### config.mk
export PLATFORM = sky130hd
export DESIGN_NAME = iomux
export DESIGN_NICKNAME = d
export VERILOG_FILES = /design/src/rtl/iomux.sv
export SDC_FILE = /design/constraint.sdc
export NUM_CORES = 1
export LEC_CHECK = 0
export ABC_AREA = 1
export BUFFER_PORTS_ARGS = -buffer_cell sky130_fd_sc_hd__buf_2
export CORE_MARGIN = 2
export CORE_UTILIZATION = 42
export DETAILED_ROUTE_END_ITERATION = 8
export PLACE_DENSITY = 0.87
export SLEW_MARGIN = 0
export SYNTH_ARGS = -nofsm -noshare
export SYNTH_HDL_FRONTEND = slang
export SYNTH_SLANG_ARGS = --single-unit
export TNS_END_PERCENT = 1
### constraint.sdc
create_clock -name clk -period 1.5 [get_ports clk]
set_input_delay 0.225 -clock clk [delete_from_list [all_inputs] [get_ports clk]]
set_output_delay 0.225 -clock clk [all_outputs]
set_load 0.05 [all_outputs]
### src/rtl/iomux.sv
module iomux #(
  parameter int NPADS = 20,
  parameter int NFUNC = 6,
  parameter int DW = 32,
  parameter int AW = 2,
  parameter logic [NFUNC-1:0] FN_IDLE = 6'b100101
) (
  input  logic             clk,
  input  logic             rst_n,
  input  logic             wr_en,
  input  logic [AW-1:0]    wr_addr,
  input  logic [DW-1:0]    wr_data,
  input  logic [AW-1:0]    rd_addr,
  output logic [DW-1:0]    rd_data,
  input  logic [NPADS-1:0] gpio_out,
  input  logic [NPADS-1:0] gpio_oe,
  output logic [NPADS-1:0] gpio_in,
  input  logic [NFUNC-1:0] fn_out,
  input  logic [NFUNC-1:0] fn_oe,
  output logic [NFUNC-1:0] fn_in,
  input  logic [NPADS-1:0] pad_in,
  output logic [NPADS-1:0] pad_out,
  output logic [NPADS-1:0] pad_oe
);
  localparam int FPW = DW / 2;

  logic [1:0] sel_q [NPADS];
  logic [NFUNC-1:0][NPADS-1:0] hit;

  assign gpio_in = pad_in;

  for (genvar p = 0; p < NPADS; p++) begin : g_pad
    localparam int WRD = p / FPW;
    localparam int BIT = 2 * (p % FPW);
    localparam int F1 = p % NFUNC;
    localparam int F2 = (p + 1) % NFUNC;
    localparam int F3 = (p + 2) % NFUNC;

    always_ff @(posedge clk) begin
      if (!rst_n)
        sel_q[p] <= 2'd0;
      else if (wr_en && wr_addr == AW'(WRD))
        sel_q[p] <= wr_data[BIT +: 2];
    end

    always_comb begin
      unique case (sel_q[p])
        2'd0: begin pad_out[p] = gpio_out[p]; pad_oe[p] = gpio_oe[p]; end
        2'd1: begin pad_out[p] = fn_out[F1];  pad_oe[p] = fn_oe[F1];  end
        2'd2: begin pad_out[p] = fn_out[F2];  pad_oe[p] = fn_oe[F2];  end
        default: begin pad_out[p] = fn_out[F3]; pad_oe[p] = fn_oe[F3]; end
      endcase
    end

    for (genvar f = 0; f < NFUNC; f++) begin : g_cmp
      assign hit[f][p] = (sel_q[p] == 2'd1 && F1 == f) ||
                         (sel_q[p] == 2'd2 && F2 == f) ||
                         (sel_q[p] == 2'd3 && F3 == f);
    end
  end

  for (genvar f = 0; f < NFUNC; f++) begin : g_fn
    logic lvl;
    always_comb begin
      lvl = FN_IDLE[f];
      for (int p = NPADS - 1; p >= 0; p--)
        if (hit[f][p]) lvl = pad_in[p];
    end
    assign fn_in[f] = lvl;
  end

  always_comb begin
    rd_data = '0;
    for (int p = 0; p < NPADS; p++)
      if (rd_addr == AW'(p / FPW))
        rd_data[2 * (p % FPW) +: 2] = sel_q[p];
  end
endmodule

==> run_results.csv <==
group,metric,value,unit
synth,yosysUniqueCellTypes,21,
synth,ys_async_sr_fraction,0,%
cells_and_area,regArea,1201,um^2
place,gp_congestion,1.023,
cts,cts_tree,"built",
synth,synth_edf_count,40,
grt,grt_pass1_wl,25820,um
synth,synthMuxAreaShare,0,%
cts,h-tree-depth,2,
power_and_ir_drop,internal_power,2741,uW
cts,cts_root_buf,"clkbuf_8",
job,max_cap_violations,0,
synth,syn_area_per_cell,6.133,um^2
worst_setup_path,critPathSlowestCell,"edfxtp_1",
cells_and_area,multi_input_area,2263,um^2
cts,post_cts_hold_buffer_count,0,
worst_setup_path,cp-end-kind,"output pin",
sta,setup_ws,-0.6255,ns
power_and_ir_drop,peakVddDrop,0.4541,mV
synth,synth-xor-area-share,0,%
route,drc_errors,0,
route,drtIter0Drc,641,
sta,whs,0.2172,ns
grt,antenna_found_initial,0,
synth,synthSimpleGateAreaFrac,31.97,%
sta,slew_violations,0,
sta,fin_tns_setup,-11.79,ns
synth,syn_nets,753,
cells_and_area,n_antenna_cell,0,
cells_and_area,n_fill_cell,724,
cts,cts.sinks,40,
power_and_ir_drop,clkPwrFrac,14.0,%
cells_and_area,fin_cells,1055,
route,drtPass1Iterations,6,
power_and_ir_drop,combPwrFrac,58.8,%
worst_setup_path,cp.required,1.27,ns
worst_setup_path,critPathMaxFanout,4,
route,viasPerCell,5.381,
sta,relSlewSlack,67.82,%
synth,synthAdderAreaFrac,0,%
route,vias,5677,
synth,synth_compound_area_share,17.32,%
cells_and_area,final_nets,1055,
sta,hold_viol_final,0,
cts,clkTransAtPathRegs,0.09,ns
cells_and_area,drive_gt1_share,48.09,%
die,rows,35,
cts,numCtsBuffers,5,
power_and_ir_drop,power.density,776.9,nW/um^2
die,chipWidth,100.8,um
sta,setup_viol,51,
power_and_ir_drop,seqPwrFrac,27.2,%
synth,ys.flop_type,"edfxtp_1",
synth,netlist_area,3938,um^2
worst_setup_path,cp_slowest_stage_delay,0.47,ns
cells_and_area,largest_register,"sel_q",
grt,overflow,0,
synth,synth_seq_area_share,30.51,%
sta,fmax,0.4705,GHz
place,numPortBuffers,208,
cells_and_area,reg.largest.list,"sel_q (40)",
sta,rsz0062_at_grt,"yes",
sta,worst_pin_slew,0.4816,ns
die,die_area,10170,um^2
power_and_ir_drop,switching_share,47.01,%
grt,grt_max_degree,33,
synth,synth_warnings,0,
route,drtAntennaViolNets,0,
status,violations,"negative setup slack",
power_and_ir_drop,switching_power,2432,uW
worst_setup_path,crit_top_cell,"nand2_1",
grt,grt_use_total,33.11,%
route,routedWlPerCell,17.14,um
worst_setup_path,crit_type,"reg -> out",
cells_and_area,post-route-util,72.75,%
place,dp_hpwl,13490,um
synth,synth_top_family_by_area,"simple AND/OR/NAND/NOR gates",
cts,cts_buffer_depth,2,
worst_setup_path,path_cells,"inv_2 > nand2_2 > inv_2 > nand2_1 > nand3_1 > o211ai_1 > nand3_1 > nand2_1 > nand2_1 > nand2_2 > nand2_1 > nand2_1 > nand2_1 > buf_6",
die,core,9153,um^2
synth,synth_seq_cells,40,
worst_setup_path,cp.arrival,1.90,ns
min_path,hp-class,"in -> reg",
place,dpl.cell_count,1044,
sta,fin_crit,2.126,ns
die,die_h,100.8,um
synth,synth_cells,642,
power_and_ir_drop,p_leak,0.003595,uW
cells_and_area,largest_reg_flops,40,
status,outcome,"finished, violations left",
grt,grt_pass1_vias,5384,
die,ioPinCount,209,
sta,finalCritPeriodShare,141.7,%
cells_and_area,areaGrowthSynthToFinish,69.11,%
worst_setup_path,cp-start-kind,"flop",
route,wirelength,18080,um
die,initial_core_util,43.02,%
==> synthesized netlist by cell type, drive strengths merged (4+ instances only) <==
cell / count / area (um^2)
o22ai: 17 / 106.4
o211ai: 4 / 30.03
a31oi: 17 / 106.4
nand2: 156 / 590.6
edfxtp: 40 / 1201
o21ai: 38 / 190.2
o2111ai: 24 / 210.2
inv: 151 / 566.8
a21oi: 7 / 38.79
nor2: 96 / 377.9
nand3: 53 / 265.3
buf: 26 / 195.2
clkbuf: 9 / 33.78
==> through the flow <==
stage | power [uW] | instance area, um^2 | setup slack [ns]
2_1_floorplan | 3063 | 3938 | -0.3337
3_3_place_gp | 3933 | 5812 | -0.3075
3_5_place_dp | 3959 | 5812 | -0.3350
4_1_cts | 4978 | 6402 | -0.5515
5_1_grt | 5365 | 6659 | -0.7302
6_report | 5173 | 6659 | -0.6255
==> cells by family (layout without fill, tap and decap cells) <==
kind of cell           Yosys count  after routing
flip-flops                      40             40
AND/OR/NAND/NOR                309            309
AO/OA/AOI/OAI                  107            107
buffers and inverters          186            488
==> layer usage <==
metal	GRT usage [%]	part of all wire, %	up-vias
met5	0	0	-
met4	13.80	4.3	0
met3	5.756	11	76
met2	57.79	49	387
met1	40.09	36	2554
li1	-	-	2660
==> power by group through the flow <==
stage,sequential (uW),clock (uW),combinational [uW]
3_5_place_dp,1420,0,2540
3_3_place_gp,1410,0,2520
5_1_grt,1420,757,3190
6_report,1410,726,3040
2_1_floorplan,1410,0,1650
4_1_cts,1400,708,2870
==> final timing paths <==
check / from / to / cells after the start
worst max-delay path: sel_q[3][6] / fn_in[4] / 14
worst min-delay path: wr_data[31] / sel_q[3][7] / 3
==> critical path: cells and delay by family (launching register included) <==
kind,cells,cell delay (ns)
and+or+nand+nor,10,0.68
DFF,1,0.47
AOI/OAI and AO/OA,1,0.08
buffers and inverters,3,0.34
==> final cells by class <==
type                    count  share of cell area, %
well taps                 111                  2.086
repair buffers            330                  36.17
clock inverters             1                0.07516
flip-flops and latches     40                  18.04
inverters                 151                  8.549
clock buffers               6                  1.090
multi-input cells         416                  33.99
==> cell usage in the layout (no fill, tap or decap), types with 14 or more instances in the layout <==
cell type	n
buf_6	59
buf_2	131
o21ai_1	20
nand2_1	134
nor2_1	74
nor2_2	17
o2111ai_2	14
a31oi_1	16
edfxtp_1	40
o21ai_0	15
nand2_2	20
buf_4	130
nand3_1	53
inv_1	109
inv_2	41
==> timing repair <==
item | in CTS | in global routing
pin swaps | 16 | 8
buffers inserted | 4 | 0
hold endpoints to repair | 0 | 0
gates resized for setup | 171 | 86
setup endpoints to repair | 58 | 77
Note: power is estimated with default switching activity, not from simulation.
